[config.mk]
export PLATFORM = sky130hd
export DESIGN_NAME = mii_speed_router
export DESIGN_NICKNAME = d
export VERILOG_FILES = /design/src/rtl/mii_route_pkg.sv /design/src/rtl/mii_bus_arbiter.sv /design/src/rtl/mii_port_gate.sv /design/src/rtl/mii_speed_router.sv
export SDC_FILE = /design/constraint.sdc
export NUM_CORES = 1
export LEC_CHECK = 0
export BUFFER_PORTS_ARGS = -buffer_cell sky130_fd_sc_hd__buf_2
export CORE_MARGIN = 2
export CORE_UTILIZATION = 36
export DETAILED_ROUTE_END_ITERATION = 6
export PLACE_DENSITY_LB_ADDON = 0.12
export SYNTH_ARGS = -nofsm -noshare
export SYNTH_HDL_FRONTEND = slang
export SYNTH_SLANG_ARGS = --single-unit
[constraint.sdc]
create_clock -name clk -period 0.8 [get_ports clk]
set_input_delay 0.08 -clock clk [delete_from_list [all_inputs] [get_ports clk]]
set_output_delay 0.08 -clock clk [all_outputs]
set_load 0.005 [all_outputs]
[src/rtl/mii_route_pkg.sv]
`timescale 1ns/1ps
package mii_route_pkg;

  typedef enum logic {SUB_SEPARATE = 1'b0, SUB_SMART = 1'b1} submode_e;

  // Lowest set bit of a request vector as a one-hot word.
  function automatic logic [31:0] lowest_onehot(input logic [31:0] req);
    return req & (~req + 32'd1);
  endfunction

  // True when two or more request bits are set.
  function automatic logic many_set(input logic [31:0] req);
    return (req & (req - 32'd1)) != 32'd0;
  endfunction

  // Picks which enable a port obeys for one bus speed.
  function automatic logic pick_enable(input submode_e mode, input logic cmn, input logic sep);
    return (mode == SUB_SMART) ? cmn : sep;
  endfunction

endpackage

[src/rtl/mii_bus_arbiter.sv]
`timescale 1ns/1ps
module mii_bus_arbiter
  import mii_route_pkg::*;
#(
  parameter int NPORT = 4,
  parameter int W     = 6
) (
  input  logic               clk,
  input  logic               rst_n,
  input  logic [NPORT-1:0]   req,
  input  logic [NPORT*W-1:0] data,
  output logic [W-1:0]       bus_q,
  output logic               contend_q
);

  logic [31:0]      grant_w;
  logic [NPORT-1:0] grant;
  logic [W-1:0]     bus_nxt;
  logic             multi;

  always_comb begin
    grant_w = lowest_onehot(32'(req));
    grant   = grant_w[NPORT-1:0];
    multi   = many_set(32'(req));
    bus_nxt = '0;
    for (int i = 0; i < NPORT; i++) begin
      if (grant[i]) bus_nxt = bus_nxt | data[i*W +: W];
    end
  end

  always_ff @(posedge clk or negedge rst_n) begin
    if (!rst_n) begin
      bus_q     <= '0;
      contend_q <= 1'b0;
    end else begin
      bus_q     <= bus_nxt;
      contend_q <= multi;
    end
  end


  idle_bus_zero_chk: assert property (@(posedge clk) disable iff (!rst_n)
    (req == '0) |=> (bus_q == '0 && !contend_q));


  contention_flag_chk: assert property (@(posedge clk) disable iff (!rst_n)
    ($countones(req) > 1) |=> contend_q);


  lowest_port_wins_chk: assert property (@(posedge clk) disable iff (!rst_n)
    req[0] |=> (bus_q == $past(data[W-1:0])));


  single_no_flag_chk: assert property (@(posedge clk) disable iff (!rst_n)
    ($countones(req) == 1) |=> !contend_q);

endmodule

[src/rtl/mii_port_gate.sv]
`timescale 1ns/1ps
module mii_port_gate
  import mii_route_pkg::*;
#(
  parameter int NIB = 4
) (
  input  logic           clk,
  input  logic           rst_n,
  input  submode_e       mode,
  input  logic           is_fast,
  input  logic           sep_rx_en10,
  input  logic           sep_rx_en100,
  input  logic           sep_tx_en10,
  input  logic           sep_tx_en100,
  input  logic           cmn_rx_en,
  input  logic           cmn_tx_en,
  input  logic           crs_in,
  input  logic           col_in,
  input  logic [NIB-1:0] fast_txd,
  input  logic           fast_tx_er,
  input  logic           slow_txd,
  output logic           rx_sel_fast,
  output logic           rx_sel_slow,
  output logic [NIB-1:0] txd_q,
  output logic           tx_en_q,
  output logic           tx_er_q,
  output logic           crs10_q,
  output logic           crs100_q,
  output logic           col10_q,
  output logic           col100_q,
  output logic           cmn_crs_q,
  output logic           cmn_col_q
);

  logic           tx_sel_fast, tx_sel_slow;
  logic [NIB-1:0] txd_nxt;
  logic           tx_en_nxt, tx_er_nxt;
  logic           smart;

  assign smart       = (mode == SUB_SMART);
  assign rx_sel_fast =  is_fast & pick_enable(mode, cmn_rx_en, sep_rx_en100);
  assign rx_sel_slow = ~is_fast & pick_enable(mode, cmn_rx_en, sep_rx_en10);
  assign tx_sel_fast =  is_fast & pick_enable(mode, cmn_tx_en, sep_tx_en100);
  assign tx_sel_slow = ~is_fast & pick_enable(mode, cmn_tx_en, sep_tx_en10);

  always_comb begin
    txd_nxt   = '0;
    tx_en_nxt = 1'b0;
    tx_er_nxt = 1'b0;
    if (tx_sel_fast) begin
      txd_nxt   = fast_txd;
      tx_en_nxt = 1'b1;
      tx_er_nxt = fast_tx_er;
    end else if (tx_sel_slow) begin
      txd_nxt   = NIB'(slow_txd);
      tx_en_nxt = 1'b1;
    end
  end

  always_ff @(posedge clk or negedge rst_n) begin
    if (!rst_n) begin
      txd_q     <= '0;
      tx_en_q   <= 1'b0;
      tx_er_q   <= 1'b0;
      crs10_q   <= 1'b0;
      crs100_q  <= 1'b0;
      col10_q   <= 1'b0;
      col100_q  <= 1'b0;
      cmn_crs_q <= 1'b0;
      cmn_col_q <= 1'b0;
    end else begin
      txd_q     <= txd_nxt;
      tx_en_q   <= tx_en_nxt;
      tx_er_q   <= tx_er_nxt;
      crs10_q   <= !smart & !is_fast & crs_in;
      crs100_q  <= !smart &  is_fast & crs_in;
      col10_q   <= !smart & !is_fast & col_in;
      col100_q  <= !smart &  is_fast & col_in;
      cmn_crs_q <=  smart & crs_in;
      cmn_col_q <=  smart & col_in;
    end
  end


  idle_tx_quiet_chk: assert property (@(posedge clk) disable iff (!rst_n)
    (!tx_sel_fast && !tx_sel_slow) |=> (!tx_en_q && !tx_er_q && txd_q == '0));


  slow_port_fast_status_chk: assert property (@(posedge clk) disable iff (!rst_n)
    !is_fast |=> (!crs100_q && !col100_q));


  smart_sep_status_chk: assert property (@(posedge clk) disable iff (!rst_n)
    smart |=> (!crs10_q && !crs100_q && !col10_q && !col100_q));


  sep_common_status_chk: assert property (@(posedge clk) disable iff (!rst_n)
    !smart |=> (!cmn_crs_q && !cmn_col_q));


  one_bus_only_chk: assert property (@(posedge clk) disable iff (!rst_n)
    !(rx_sel_fast && rx_sel_slow));

endmodule

[src/rtl/mii_speed_router.sv]
`timescale 1ns/1ps
module mii_speed_router
  import mii_route_pkg::*;
#(
  parameter int NPORT = 4,
  parameter int NIB   = 4
) (
  input  logic                 clk,
  input  logic                 rst_n,
  input  logic                 smart_sel,
  input  logic [NPORT-1:0]     port_fast,
  input  logic [NPORT*NIB-1:0] phy_rxd,
  input  logic [NPORT-1:0]     phy_rx_dv,
  input  logic [NPORT-1:0]     phy_rx_er,
  input  logic [NPORT-1:0]     phy_crs,
  input  logic [NPORT-1:0]     phy_col,
  output logic [NPORT*NIB-1:0] phy_txd,
  output logic [NPORT-1:0]     phy_tx_en,
  output logic [NPORT-1:0]     phy_tx_er,
  input  logic [NPORT-1:0]     sep_rx_en10,
  input  logic [NPORT-1:0]     sep_rx_en100,
  input  logic [NPORT-1:0]     sep_tx_en10,
  input  logic [NPORT-1:0]     sep_tx_en100,
  input  logic [NPORT-1:0]     cmn_rx_en,
  input  logic [NPORT-1:0]     cmn_tx_en,
  output logic [NPORT-1:0]     sep_crs10,
  output logic [NPORT-1:0]     sep_crs100,
  output logic [NPORT-1:0]     sep_col10,
  output logic [NPORT-1:0]     sep_col100,
  output logic [NPORT-1:0]     cmn_crs,
  output logic [NPORT-1:0]     cmn_col,
  output logic [NIB-1:0]       fast_rxd,
  output logic                 fast_rx_dv,
  output logic                 fast_rx_er,
  input  logic [NIB-1:0]       fast_txd,
  input  logic                 fast_tx_er,
  output logic                 slow_rxd,
  input  logic                 slow_txd,
  output logic                 fast_contend,
  output logic                 slow_contend
);

  localparam int FAST_W = NIB + 2;

  submode_e                mode;
  logic [NPORT-1:0]        req_fast, req_slow;
  logic [NPORT*FAST_W-1:0] fast_data;
  logic [NPORT-1:0]        slow_data;
  logic [FAST_W-1:0]       fast_bus;

  assign mode = smart_sel ? SUB_SMART : SUB_SEPARATE;

  for (genvar p = 0; p < NPORT; p++) begin : g_port
    assign fast_data[p*FAST_W +: FAST_W] = {phy_rxd[p*NIB +: NIB], phy_rx_dv[p], phy_rx_er[p]};
    assign slow_data[p] = phy_rxd[p*NIB];

    mii_port_gate #(.NIB(NIB)) u_gate (
      .clk          (clk),
      .rst_n        (rst_n),
      .mode         (mode),
      .is_fast      (port_fast[p]),
      .sep_rx_en10  (sep_rx_en10[p]),
      .sep_rx_en100 (sep_rx_en100[p]),
      .sep_tx_en10  (sep_tx_en10[p]),
      .sep_tx_en100 (sep_tx_en100[p]),
      .cmn_rx_en    (cmn_rx_en[p]),
      .cmn_tx_en    (cmn_tx_en[p]),
      .crs_in       (phy_crs[p]),
      .col_in       (phy_col[p]),
      .fast_txd     (fast_txd),
      .fast_tx_er   (fast_tx_er),
      .slow_txd     (slow_txd),
      .rx_sel_fast  (req_fast[p]),
      .rx_sel_slow  (req_slow[p]),
      .txd_q        (phy_txd[p*NIB +: NIB]),
      .tx_en_q      (phy_tx_en[p]),
      .tx_er_q      (phy_tx_er[p]),
      .crs10_q      (sep_crs10[p]),
      .crs100_q     (sep_crs100[p]),
      .col10_q      (sep_col10[p]),
      .col100_q     (sep_col100[p]),
      .cmn_crs_q    (cmn_crs[p]),
      .cmn_col_q    (cmn_col[p])
    );
  end

  mii_bus_arbiter #(.NPORT(NPORT), .W(FAST_W)) u_fast_arb (
    .clk       (clk),
    .rst_n     (rst_n),
    .req       (req_fast),
    .data      (fast_data),
    .bus_q     (fast_bus),
    .contend_q (fast_contend)
  );

  mii_bus_arbiter #(.NPORT(NPORT), .W(1)) u_slow_arb (
    .clk       (clk),
    .rst_n     (rst_n),
    .req       (req_slow),
    .data      (slow_data),
    .bus_q     (slow_rxd),
    .contend_q (slow_contend)
  );

  assign fast_rxd   = fast_bus[FAST_W-1:2];
  assign fast_rx_dv = fast_bus[1];
  assign fast_rx_er = fast_bus[0];


  slow_port_off_fast_bus_chk: assert property (@(posedge clk) disable iff (!rst_n)
    (port_fast == '0) |=> (fast_rxd == '0 && !fast_rx_dv && !fast_rx_er));

endmodule

==> load_flow_metrics.sql <==
INSERT INTO impl_metrics (metric_group, metric, value, unit) VALUES
('logic_synthesis', 'synth_cell_type_count', '28', ''),
('timing', 'period_share', '1.264', ''),
('critical_path', 'worstPathMaxFanout', '6', ''),
('floorplanning', 'fp.dieW', '88.76', 'um'),
('logic_synthesis', 'mappedNetlistArea', '2586', 'um^2'),
('drt', 'drt_wl_total', '6456', 'um'),
('timing', 'timing.final.ws_setup', '-0.2110', 'ns'),
('clocking', 'cts_buffers', '9', ''),
('critical_path', 'cp.arrival', '1.27', 'ns'),
('placement', 'hpwl', '4395', 'um'),
('floorplanning', 'row_count', '30', ''),
('drt', 'drt.antenna.violating_nets', '0', ''),
('critical_path', 'timing.critical_path.slowest_stage_cell', 'nor4b_4', ''),
('floorplanning', 'die_area', '7878', 'um^2'),
('drt', 'vias_per_cell', '4.477', ''),
('global_route', 'grt_first_pass_wirelength', '9784', 'um'),
('timing', 'fmax', '0.9891', 'GHz'),
('floorplanning', 'die_extent_in_y', '88.76', 'um'),
('final_layout', 'num-nets-final', '446', ''),
('global_route', 'antenna_found_initial', '0', ''),
('hold_path', 'timing.hold.worst_path_depth', '2', ''),
('final_layout', 'multi_input_area', '1064', 'um^2'),
('critical_path', 'crit_path_max_incr_delay', '0.32', 'ns'),
('drt', 'drt-initial-drc-count', '63', ''),
('critical_path', 'crit_path_end_kind', 'flop', ''),
('timing', 'slew_viol_final', '0', ''),
('hold_path', 'worst_hold_startpoint', 'slow_txd', ''),
('timing', 'setup_viol', '64', ''),
('final_layout', 'finalInstanceArea', '4008', 'um^2'),
('final_layout', 'most-common-layout-cells', 'buf_2 (124), dfrtp_1 (57), and2_1 (24), dlygate4sd3_1 (24), buf_4 (21)', ''),
('timing', 'layout_min_cycle_time', '1.011', 'ns'),
('final_layout', 'final_core_util', '0.5834', ''),
('clocking', 'clock_tree.root_cell', 'clkbuf_8', ''),
('power_and_ir_drop', 'clockPowerShare', '0.408', ''),
('timing', 'worst_pin_slew', '0.3057', 'ns'),
('power_and_ir_drop', 'ir_worst_vdd', '1032', 'uV'),
('final_layout', 'flow.area_growth_from_synthesis', '54.96', '%'),
('logic_synthesis', 'syn_nets', '299', ''),
('timing', 'worst_slew_margin_relative_to_its_limit', '0.7948', ''),
('global_route', 'grt.total_usage', '0.1671', ''),
('power_and_ir_drop', 'switching_power', '0.001712', 'W'),
('logic_synthesis', 'ys_warnings', '0', ''),
('critical_path', 'worst-setup-path-type', 'input pin to flop', ''),
('power_and_ir_drop', 'power.leakage', '2.124', 'nW'),
('final_layout', 'insertedDiodeCount', '0', ''),
('drt', 'post_drt_wl_per_cell', '13.51', 'um'),
('floorplanning', 'initial_utilization', '0.3765', ''),
('final_layout', 'most_common_library_cell_in_the_layout_ignoring_fill_and_taps', 'buf_2', ''),
('final_layout', 'nFillCells', '586', ''),
('timing', 'grt_setup_unrepaired', 'yes', ''),
('logic_synthesis', 'syn_inst', '230', ''),
('global_route', 'grt_pass1_vias', '2107', ''),
('drt', 'drc', '0', ''),
('floorplanning', 'pin_count', '126', ''),
('clocking', 'h-tree-depth', '3', ''),
('power_and_ir_drop', 'pwr-share-seq', '0.419', ''),
('power_and_ir_drop', 'netSwitchingFraction', '0.2316', ''),
('logic_synthesis', 'avgSynthCellArea', '11.24', 'um^2'),
('power_and_ir_drop', 'combinational_group_share_of_total_power', '0.173', ''),
('run_status', 'run_status', 'finished, violations left', ''),
('critical_path', 'cp_cell_sequence', 'buf_12, mux2_4, and2_4, nor4b_4, buf_6, o2bb2ai_2', ''),
('power_and_ir_drop', 'p_per_area', '1844', 'nW/um^2'),
('power_and_ir_drop', 'internal-power', '0.005679', 'W'),
('global_route', 'grt_overflow_total', '0', ''),
('clocking', 'clockBufferDepth', '2', ''),
('run_status', 'failed_checks', 'setup timing', ''),
('drt', 'dr_total_vias', '2140', ''),
('logic_synthesis', 'count_of_state_elements_after_synthesis', '57', ''),
('clocking', 'tritoncts_clock_tree', 'yes', ''),
('placement', 'placedInstanceArea', '3298', 'um^2'),
('critical_path', 'timing.critical_path.required', '1.06', 'ns');
## per-stage QoR
| stage | setup WS, ns | setup TNS [ns] | hold WS, ns | total power (W) | cells |
|---|---|---|---|---|---|
| after floorplan | -0.4914 | -5.262 | -0.2156 | 0.003705 | 230 |
| after global placement | -0.5678 | -17.17 | 0.1024 | 0.004184 | 432 |
| after detailed placement | -0.6326 | -18.76 | 0.1034 | 0.004182 | 432 |
| after CTS | -0.1932 | -7.146 | 0.006155 | 0.007381 | 475 |
| after global routing | -0.2396 | -8.567 | 0.02287 | 0.007725 | 478 |
| final | -0.2110 | -6.164 | 0.04300 | 0.007391 | 478 |
## per-layer routing
layer | global-route usage | up-vias | wire length (um)
met2 | 0.2592 | 92 | 3145
met3 | 0.04944 | 12 | 398
met5 | 0 | - | 0
met1 | 0.2163 | 1001 | 2807
met4 | 0.07438 | 0 | 104
li1 | - | 1035 | -
## cell families after synthesis
kind of cell | count (synthesis) | synth area share
muxes | 5 | 0.02177
and+or+nand+nor | 89 | 0.2075
DFF | 57 | 0.5515
AOI/OAI and AO/OA | 37 | 0.1059
buffers and inverters | 42 | 0.1132
## layout make-up
| class | count | share of cell area |
|---|---|---|
| multi-input combinational | 131 | 0.2654 |
| clock buffer | 11 | 0.03778 |
| sequential | 57 | 0.3559 |
| inverter | 1 | 0.0009366 |
| clock inverter | 5 | 0.01936 |
| tap | 96 | 0.02997 |
| timing repair buffer | 177 | 0.2907 |
## repair_timing
action / CTS / global route
pin swaps: 7 / 5
endpoints found under the hold margin: 84 / 0
hold buffers: 24 / 0
cloned: 1 / 0
buffers inserted: 2 / 3
resized for setup: 15 / 19
setup endpoints to repair: 90 / 85
## how the worst max path moves through the flow
stage | start | end | slack [ns] | cells after the start
2_1_floorplan | smart_sel | u_fast_arb.bus_q[0]$_DFF_PN0_ | -0.49 | 6
3_3_place_gp | smart_sel | u_fast_arb.bus_q[3]$_DFF_PN0_ | -0.57 | 6
3_5_place_dp | smart_sel | u_fast_arb.bus_q[5]$_DFF_PN0_ | -0.63 | 6
4_1_cts | smart_sel | u_fast_arb.bus_q[1]$_DFF_PN0_ | -0.19 | 6
5_1_grt | smart_sel | u_fast_arb.bus_q[4]$_DFF_PN0_ | -0.24 | 6
6_report | smart_sel | u_fast_arb.bus_q[1]$_DFF_PN0_ | -0.21 | 6
## flip-flops by register name, indices dropped and copies added, names as in the netlist
signal	flops
g_port.u_gate.cmn_col_q	4
g_port.u_gate.cmn_crs_q	4
g_port.u_gate.col100_q	4
g_port.u_gate.col10_q	4
g_port.u_gate.crs100_q	4
g_port.u_gate.crs10_q	4
g_port.u_gate.tx_en_q	4
g_port.u_gate.tx_er_q	4
g_port.u_gate.txd_q	16
u_fast_arb.bus_q	6
u_fast_arb.contend_q	1
u_slow_arb.bus_q	1
u_slow_arb.contend_q	1
## power groups by stage
stage	clock network (W)	logic, W	registers [W]
finish	0.00301	0.00128	0.00309
global route	0.00320	0.00141	0.00311
CTS	0.00307	0.00121	0.00309
detailed placement	0	0.00104	0.00314
global placement	0	0.00103	0.00315
floorplan	0	0.000543	0.00316
## cells in the mapped netlist (all sizes together)
cell type | count | area (um^2)
nand2 | 13 | 48.80
nor2b | 1 | 6.260
inv | 1 | 3.750
clkbuf | 7 | 26.28
and2 | 25 | 158.9
nor3 | 1 | 5.000
a311oi | 6 | 52.55
o2bb2ai | 6 | 52.55
mux2i | 3 | 30.03
and3b | 8 | 70.07
buf | 34 | 262.8
nand3 | 1 | 5.000
or2 | 4 | 25.02
dfrtp | 57 | 1426
a21boi | 6 | 48.80
nor4b | 1 | 23.77
mux2 | 2 | 26.27
a21oi | 11 | 55.05
a211oi | 3 | 22.52
a22o | 4 | 35.03
a21o | 1 | 7.510
nand2b | 13 | 81.33
nor3b | 8 | 60.06
nor2 | 14 | 52.55
## critical path, delay by kind of cell
kind / cells / cell delay (ns)
simple gates: 2 / 0.50
buf+inv: 2 / 0.29
mux: 1 / 0.29
compound gates: 1 / 0.10
Note: power is estimated with default switching activity, not from simulation.
